<file path="src/rtl/gpio_sensor_glue.sv">
module gpio_sensor_glue #(
  parameter int DW        = 32,
  parameter int AW        = 5,
  parameter int NWORDS    = 23,
  parameter int PA_OUT    = 'h00,
  parameter int PA_IN     = 'h01,
  parameter int PA_OE     = 'h02,
  parameter int PD_OUT    = 'h10,
  parameter int PD_IN     = 'h11,
  parameter int PD_OE     = 'h12,
  parameter int SCLK_BIT  = 1,
  parameter int SDAT_BIT  = 4,
  parameter int READY_POS = 7,
  parameter int SDO_POS   = 4
) (
  input  logic          clk,
  input  logic          rst_n,
  input  logic          bus_wr,
  input  logic          bus_rd,
  input  logic [AW-1:0] bus_addr,
  input  logic [DW-1:0] bus_wdata,
  output logic [DW-1:0] bus_rdata,
  output logic          bus_rvalid,
  input  logic          nand_ready,
  input  logic          sensor_sdo,
  output logic [DW-1:0] porta_out,
  output logic [DW-1:0] porta_oe,
  output logic [DW-1:0] portd_out,
  output logic [DW-1:0] portd_oe,
  output logic          sclk_strobe,
  output logic          sclk_level,
  output logic          sdata_bit
);

  localparam logic [AW-1:0] A_PA_IN  = AW'(PA_IN);
  localparam logic [AW-1:0] A_PD_IN  = AW'(PD_IN);
  localparam logic [AW-1:0] A_PD_OUT = AW'(PD_OUT);
  localparam logic [AW-1:0] A_LIMIT  = AW'(NWORDS);

  logic [DW-1:0] regs [NWORDS];
  logic [DW-1:0] pa_in, pd_in, rd_mux;
  logic          in_range, pd_hit, toggle;

  assign in_range  = bus_addr < A_LIMIT;
  assign porta_out = regs[PA_OUT];
  assign porta_oe  = regs[PA_OE];
  assign portd_out = regs[PD_OUT];
  assign portd_oe  = regs[PD_OE];

  assign pa_in = (regs[PA_OUT] & regs[PA_OE]) | (DW'(nand_ready) << READY_POS);
  assign pd_in = (regs[PD_OUT] & regs[PD_OE]) | (DW'(sensor_sdo) << SDO_POS);

  always_comb begin
    if (!in_range)               rd_mux = '0;
    else if (bus_addr == A_PA_IN) rd_mux = pa_in;
    else if (bus_addr == A_PD_IN) rd_mux = pd_in;
    else                         rd_mux = regs[bus_addr];
  end

  always_ff @(posedge clk) begin
    if (!rst_n) begin
      for (int i = 0; i < NWORDS; i++) regs[i] <= '0;
    end else if (bus_wr && in_range) begin
      regs[bus_addr] <= bus_wdata;
    end
  end

  always_ff @(posedge clk) begin
    if (!rst_n) begin
      bus_rdata  <= '0;
      bus_rvalid <= 1'b0;
    end else begin
      bus_rvalid <= bus_rd;
      if (bus_rd) bus_rdata <= rd_mux;
    end
  end

  assign pd_hit = bus_wr && bus_addr == A_PD_OUT;
  assign toggle = pd_hit && (bus_wdata[SCLK_BIT] != regs[PD_OUT][SCLK_BIT]);

  always_ff @(posedge clk) begin
    if (!rst_n) begin
      sclk_strobe <= 1'b0;
      sclk_level  <= 1'b0;
      sdata_bit   <= 1'b0;
    end else begin
      sclk_strobe <= toggle;
      if (toggle) begin
        sclk_level <= bus_wdata[SCLK_BIT];
        sdata_bit  <= bus_wdata[SDAT_BIT];
      end
    end
  end


  strobe_src_chk: assert property (@(posedge clk) disable iff (!rst_n)
    sclk_strobe |-> $past(bus_wr) && $past(bus_addr) == A_PD_OUT);


  strobe_level_chk: assert property (@(posedge clk) disable iff (!rst_n)
    sclk_strobe |-> sclk_level == portd_out[SCLK_BIT]);


  no_strobe_chk: assert property (@(posedge clk) disable iff (!rst_n)
    (bus_wr && bus_addr == A_PD_OUT && bus_wdata[SCLK_BIT] == portd_out[SCLK_BIT])
      |=> !sclk_strobe);


  rvalid_chk: assert property (@(posedge clk) disable iff (!rst_n)
    bus_rd |=> bus_rvalid);


  rvalid_idle_chk: assert property (@(posedge clk) disable iff (!rst_n)
    !bus_rd |=> !bus_rvalid && $stable(bus_rdata));


  oob_read_chk: assert property (@(posedge clk) disable iff (!rst_n)
    (bus_rd && !in_range) |=> bus_rdata == '0);


  oob_write_chk: assert property (@(posedge clk) disable iff (!rst_n)
    (bus_wr && !in_range) |=> $stable(porta_out) && $stable(portd_out)
      && $stable(porta_oe) && $stable(portd_oe));

endmodule

</file>
<file path="config.mk">
export PLATFORM = sky130hd
export DESIGN_NAME = gpio_sensor_glue
export DESIGN_NICKNAME = d
export VERILOG_FILES = /design/src/rtl/gpio_sensor_glue.sv
export SDC_FILE = /design/constraint.sdc
export NUM_CORES = 1
export LEC_CHECK = 0
export CAP_MARGIN = 15
export CORE_ASPECT_RATIO = 1.4
export CORE_UTILIZATION = 40
export DETAILED_ROUTE_END_ITERATION = 12
export GPL_TIMING_DRIVEN = 0
export SYNTH_ARGS = -nofsm -noshare
export SYNTH_HDL_FRONTEND = slang
export SYNTH_SLANG_ARGS = --single-unit
</file>
<file path="constraint.sdc">
create_clock -name clk -period 5.8 [get_ports clk]
set_input_delay 1.45 -clock clk [delete_from_list [all_inputs] [get_ports clk]]
set_output_delay 1.45 -clock clk [all_outputs]
set_load 0.03 [all_outputs]
</file>
======== After elaboration in Yosys (flattened, before gate mapping) ========
Memories as Yosys holds them, arrays and structs flattened.
Cells that the tools add are included.
storage, ports and cells
  output and inout bits ................... 164
  memory bits (writable) .................. 736
  memories kept ........................... 1
  bits of input ports ..................... 43
  flip-flop bits (word level) ............. 36
memory list
  name  depth  bits a word  read ports  clocked after memory_dff  write ports  RTL line  source
  regs  23     32           5           0                         23           40        logic [DW-1:0] regs [NWORDS];
cells by class
  $lt $le $gt $ge ......................... 1
  reductions and logical operators ........ 4
  equality and inequality tests ........... 4
  multiplexer cells ....................... 10
  bitwise gates (word level) .............. 4
operators with widths
  cell                                            number
  two-way mux 32 bit                              4
  AND 32 bit                                      2
  bitwise OR 32 x 5 -> 32 bit                     1
  bitwise OR 32 x 8 -> 32 bit                     1
  OR reduction 32 bit                             1
  == test 5 bit (second input constant)           2
  == test 5 x 1 -> 1 bit (second input constant)  1
  < comparator 5 bit (second input constant)      1
  two-way mux 1 bit                               5
  two-way mux 5 bit                               1
  logical AND 1 bit                               3
  inequality test 1 bit                           1

======== Depth between registers and ports, before layout ========
Gate-level depths: netlist of run 1.
  depth after elaboration ................. 7
  depth in mapped cells ................... 9
  gate-level depth less buffers ........... 5

======== Worst setup path before layout of run 1 ========
Ideal clock, no wire load.
  path type ............................... in2reg
  from .................................... input port bus_addr[2]
  to ...................................... memory regs[4][0], enable pin
  data arrival time ....................... 4.563 ns
  path buffers ............................ 2
  required time ........................... 5.334 ns
  setup slack ............................. 0.772 ns
  stages .................................. 4
  path through ............................ buf_2 > or3b_2 > buf_2 > o21ai_0
RTL lines
  what                RTL line  source
  start: declaration  20        input logic [AW-1:0] bus_addr,
  end: declaration    40

==> results of run 1 <==
[cells in the mapped netlist (all sizes together) (12+ instances only)]
library cell and n:
dfxtp 36, a21oi 31, o21ai 84, nor2 64, and2 737, nand3 32, o22ai 12, edfxtp 784
nand2 44, a41oi 28, buf 63, mux2i 26, nor2b 33, clkbuf 170, a22oi 94, mux4 184
[registers in the layout, summed over array words and instances, names as in the netlist]
signal,cells
bus_rvalid,1
regs,784
sclk_strobe,1
bus_rdata,32
sclk_level,1
sdata_bit,1
[how the worst max path moves through the flow]
stage | startpoint | endpoint | slack [ps] | cells after the start
global placement | rst_n | regs[21][17] | -3640 | 6
floorplan | bus_addr[2] | regs[4][0] | 770 | 4
CTS | rst_n | regs[16][11] | 1460 | 5
finish | rst_n | regs[16][11] | 1280 | 5
global route | rst_n | regs[16][16] | 1370 | 5
detailed placement | rst_n | regs[14][15] | 780 | 5
[per-stage QoR]
step / TNS, ps / cells / power [W]
after global routing: 0 / 4089 / 0.0138
after detailed placement: 0 / 3935 / 0.00843
after CTS: 0 / 4084 / 0.0135
final: 0 / 4092 / 0.0135
after floorplan: 0 / 2499 / 0.00773
after global placement: -2164270 / 3899 / 0.00835
[metal layers]
| metal | part of all wire, % | GRT usage [%] | up-vias |
|---|---|---|---|
| li1 | - | - | 9826 |
| met3 | 11 | 6.90 | 397 |
| met2 | 49 | 48.0 | 1669 |
| met5 | 0.042 | 0 | - |
| met4 | 6.0 | 17.0 | 10 |
| met1 | 35 | 35.0 | 12400 |
[logic make-up (layout without fill, tap and decap cells)]
kind of cell    after synthesis  after routing  synth area share [%]
simple gates                927            927                  15.0
flops                       820            820                  65.6
compound gates              258            258                  4.53
buf+inv                     235            628                  2.93
mux                         210            210                  11.9
other cells                   1             51                0.0101
xor+xnor                      1              1                0.0237
[critical path, cell delays in order]
cell	delay, ps
clkdlybuf4s50_1	640
clkbuf_1	970
clkbuf_1	900
o21ai_4	550
buf_12	360
[layout make-up]
cell class	count	area, um2	area share, %
sequential	820	24300	54.5
timing repair buffer	244	3000	6.74
antenna	3	7.51	0.0169
clock buffer	107	2190	4.91
clock inverter	42	343	0.771
inverter	2	7.51	0.0169
tap	1197	1500	3.37
buffer	233	1080	2.42
multi-input combinational	1444	12100	27.2
[power by group through the flow]
stage	sequential, W	combinational [W]	clock, W
finish	0.00695	0.00139	0.00521
global route	0.00697	0.00142	0.00542
CTS	0.00694	0.00137	0.00523
detailed placement	0.00707	0.00136	0
global placement	0.00710	0.00125	0
floorplan	0.00714	0.000588	0
==> results.py, run 1 <==
metrics = {
    "run_status": {
        "outcome": "completed",
    },
    "power": {
        "swShare_pct": 24.9,
        "p_int_w": 0.0102,
        "p_clk_share_pct": 38.5,
        "power_density_mw_per_mm2": 305,
        "ir_drop_mv": 0.188,
        "power_frac_seq_pct": 51.3,
        "p_leak_nw": 15.2,
        "combPwrFrac_pct": 10.3,
        "p_switching_w": 0.00338,
    },
    "worst_setup_path": {
        "start_kind": "input pin",
        "cp_max_fo": 17,
        "cp_data_required_time_ps": 6190,
        "r2r_end": "bus_rdata[28]",
        "r2r_cells": 5,
        "reg2reg_slack_ps": 3880,
        "critical_path_class": "in -> reg",
        "r2r-start": "regs[0][28]",
        "cp.arrival_ps": 4910,
        "cp-end-kind": "flop",
    },
    "route": {
        "via_per_inst": 5.94,
        "post_drt_wl_per_cell_um": 33.5,
        "first_pass_iters": 8,
        "postRouteAntennaNets": 0,
        "drtIter0Drc": 3284,
        "wl_mm": 137,
        "drc": 0,
        "num_vias": 24300,
    },
    "sta": {
        "rsz0062_at_grt": "false",
        "relSlewSlack_pct": 12.5,
        "setup_viol": 0,
        "max_freq_mhz": 221,
        "maxSlewViolCount": 0,
        "finClkSkew_ps": 34.0,
        "period_minus_slack_ps": 4520,
        "hold_violations": 0,
        "worst_slew_pin_slew_ps": 1310,
        "setup_slack_ps": 1280,
        "finalHoldWorstSlack_ps": 512,
        "timing.final.crit_share_pct": 77.9,
    },
    "clock_network": {
        "clk_pin_slew_worst_paths_ps": 60,
        "cts_buffers": 82,
        "cts_buffer_depth": 3,
        "cts-root-buf": "clkbuf_16",
        "cts_hold_buf": 0,
        "cts_setup_buffers": 0,
        "h-tree-depth": 3,
        "cts_tree": "yes",
        "cts_sinks": 820,
        "clock_latency_ps": 670,
        "cts_resized": 0,
    },
    "logic_synthesis": {
        "yosys_warnings": 0,
        "synth.distinct_cells": 42,
        "syn-cell-area_mm2": 0.0370,
        "synth_async_sr_flop_share_pct": 0,
        "synthTopCellsByArea": "edfxtp_1, and2_1, mux4_2",
        "synth_edf_count": 784,
        "synthFlopType": "edfxtp_1",
        "syn_area_per_cell_um2": 15.1,
        "yosys.area.top_type": "edfxtp_1",
        "synth_top_area_share_pct": 63.6,
        "synthCells": 2452,
        "ys_ff_latch": 820,
        "ys_seq_area_share_pct": 65.6,
    },
    "finish": {
        "layout_commonest_cell": "edfxtp_1",
        "post_route_cells_drive_above_1_share_pct": 15.5,
        "syn2layout_area_growth_pct": 20.2,
        "fin_util_pct": 48.6,
        "layout.nets": 2870,
        "fin_area_mm2": 0.0445,
        "n_fill_cell": 7890,
        "most-common-layout-cells": "edfxtp_1, and2_1, clkdlybuf4s50_1, mux4_2, clkbuf_1",
    },
    "min_path": {
        "hold_path_class": "reg -> reg",
        "whs_path_depth": 2,
        "min-delay-start": "sdata_bit",
        "holdPathEnd": "sdata_bit",
    },
    "placement": {
        "gp_congestion": 0.954,
        "place_ws_ps": 778,
        "dpl_cell_area_mm2": 0.0418,
        "io_buffers": 203,
        "dp_hpwl_mm": 95.6,
    },
    "global_route": {
        "grt_overflow_total": 0,
        "grt_max_degree": 21,
        "antenna_found_initial": 8,
        "grt_pass1_wl_mm": 188,
        "grt_pass1_vias": 24700,
        "grt.total_usage_pct": 29.2,
    },
    "floorplanning": {
        "die_h_um": 362,
        "chipWidth_um": 259,
        "start_util_pct": 40.5,
        "core-area_mm2": 0.0915,
        "dieArea_mm2": 0.0938,
        "io-pin-count": 207,
        "rows": 131,
    },
    "flow_run": {
        "drv_cap": 0,
    },
}
(Power assumes the default switching activity.)
==> inputs of run 2 (changes only) <==
==> constraint.sdc (replaced) <==
create_clock -name clk -period 4.1 [get_ports clk]
set_input_delay 1.025 -clock clk [delete_from_list [all_inputs] [get_ports clk]]
set_output_delay 1.025 -clock clk [all_outputs]
set_load 0.03 [all_outputs]
==> results.py, run 2 (same netlist as run 1, synthesis figures left out) <==
metrics = {
    "route": {
        "wl_mm": 138,
        "via_per_inst": 6.00,
        "postRouteAntennaNets": 0,
        "first_pass_iters": 6,
        "drtIter0Drc": 3551,
        "drc": 0,
        "num_vias": 24600,
        "post_drt_wl_per_cell_um": 33.7,
    },
    "worst_setup_path": {
        "r2r_cells": 5,
        "cp-end-kind": "flop",
        "critPathBufInv": 5,
        "cp_slowest_cell": "clkdlybuf4s15_1",
        "r2r-start": "regs[0][28]",
        "critical_path_class": "in -> reg",
        "cp.arrival_ps": 4470,
        "start_kind": "input pin",
        "cp_max_fo": 15,
        "reg2reg_slack_ps": 2240,
        "critical_path.top_delay_family": "buffers and inverters",
        "max_stage_delay_ps": 940,
        "r2r_end": "bus_rdata[28]",
        "crit_chain": "clkdlybuf4s50_1 > clkdlybuf4s15_1 > clkdlybuf4s15_1 > o21ai_4 > buf_16 > buf_12",
        "cpMostUsedCell": "clkdlybuf4s15_1",
        "cp_data_required_time_ps": 4490,
    },
    "clock_network": {
        "cts_hold_buf": 0,
        "cts_tree": "yes",
        "cts_buffer_depth": 3,
        "cts_setup_buffers": 0,
        "cts_resized": 0,
        "clk_pin_slew_worst_paths_ps": 60,
        "cts_sinks": 820,
        "clock_latency_ps": 670,
        "cts-root-buf": "clkbuf_16",
        "cts_buffers": 83,
        "h-tree-depth": 3,
    },
    "placement": {
        "dpl_cell_area_mm2": 0.0417,
        "dp_hpwl_mm": 95.6,
        "io_buffers": 203,
        "gp_congestion": 0.946,
    },
    "sta": {
        "maxSlewViolCount": 0,
        "finalHoldWorstSlack_ps": 516,
        "timing.final.crit_share_pct": 99.5,
        "setup_viol": 0,
        "rsz0062_at_grt": "false",
        "max_freq_mhz": 245,
        "worst_slew_pin_slew_ps": 1370,
        "relSlewSlack_pct": 8.48,
        "hold_violations": 0,
        "finClkSkew_ps": 29.2,
        "period_minus_slack_ps": 4080,
    },
    "finish": {
        "multi_input_area_mm2": 0.0121,
        "fin_util_pct": 48.8,
        "regArea_mm2": 0.0243,
        "regMostFlops": "regs",
        "fin_area_mm2": 0.0446,
        "layout_commonest_cell": "edfxtp_1",
        "post_route_cells_drive_above_1_share_pct": 16.0,
        "top_regs": "regs (784), bus_rdata (32)",
        "largest_reg_flops": 784,
        "syn2layout_area_growth_pct": 20.6,
        "n_fill_cell": 7922,
        "most-common-layout-cells": "edfxtp_1, and2_1, clkdlybuf4s50_1, mux4_2, clkbuf_1",
        "layout.nets": 2869,
    },
    "floorplanning": {
        "start_util_pct": 40.5,
        "die_h_um": 362,
        "io-pin-count": 207,
        "dieArea_mm2": 0.0938,
        "rows": 131,
        "chipWidth_um": 259,
        "core-area_mm2": 0.0915,
    },
    "min_path": {
        "hold_path_class": "reg -> reg",
        "holdPathEnd": "sclk_level",
        "min-delay-start": "sclk_level",
        "whs_path_depth": 2,
    },
    "run_status": {
        "outcome": "completed",
    },
    "global_route": {
        "grtUsageMet1_pct": 35.1,
        "grt_max_degree": 21,
        "grt.total_usage_pct": 29.4,
        "grt_pass1_wl_mm": 188,
        "grt_pass1_vias": 24800,
        "gr-usage-met2_pct": 48.1,
        "grt_overflow_total": 0,
        "met3_usage_pct": 7.61,
        "grt.busiest_layer": "met2",
        "antenna_found_initial": 8,
    },
    "power": {
        "p_leak_nw": 15.3,
        "p_total_w": 0.0196,
        "power_density_mw_per_mm2": 438,
        "ir_drop_mv": 0.283,
    },
    "flow_run": {
        "drv_cap": 0,
    },
}
-- run 2: layer usage --
layer / part of all wire [%] / wire, um
met1: 36 / 49100
met2: 48 / 66100
met3: 10 / 14300
met4: 6.2 / 8600
met5: 0.030 / 41
-- run 2: metrics by stage --
step	setup WS, ps	setup TNS [ps]	cells
final	20.7	0	4095
after global routing	39.3	0	4093
after CTS	140	0	4085
after detailed placement	-522	-218400	3931
after global placement	-3990	-1917250	3899
after floorplan	-503	-64410	2499
-- run 2: layout make-up --
cell class,instances,share of cell area (%)
Inverter,2,0.0168
Clock inverter,44,0.987
Timing Repair Buffer,242,6.55
Sequential cell,820,54.4
Multi-Input combinational cell,1444,27.1
Antenna cell,3,0.0168
Tap cell,1197,3.36
Buffer,233,2.46
Clock buffer,110,5.14
-- run 2: worst reg2reg max path, delay by kind of cell (launching register included) --
family	cells	cell delay (ps)
simple gates	2	260
mux	1	540
compound gates	2	500
flops	1	450
-- run 2: power by group --
group / internal [W] / total (W) / switching, W
Clock: 0.00441 / 0.00777 / 0.00336
Combinational: 0.000737 / 0.00197 / 0.00123
Sequential: 0.00962 / 0.00983 / 0.000211
Total: 0.0148 / 0.0196 / 0.00480
-- run 2: worst max-delay path by stage --
| stage | depth (start not counted) | slack [ps] | end | start |
|---|---|---|---|---|
| after global placement | 6 | -3990 | regs[5][16] | bus_addr[3] |
| after CTS | 6 | 140 | regs[22][4] | rst_n |
| after floorplan | 4 | -500 | regs[4][0] | bus_addr[2] |
| after detailed placement | 6 | -520 | regs[22][17] | rst_n |
| final | 6 | 20 | regs[21][11] | rst_n |
| after global routing | 6 | 40 | regs[22][4] | rst_n |
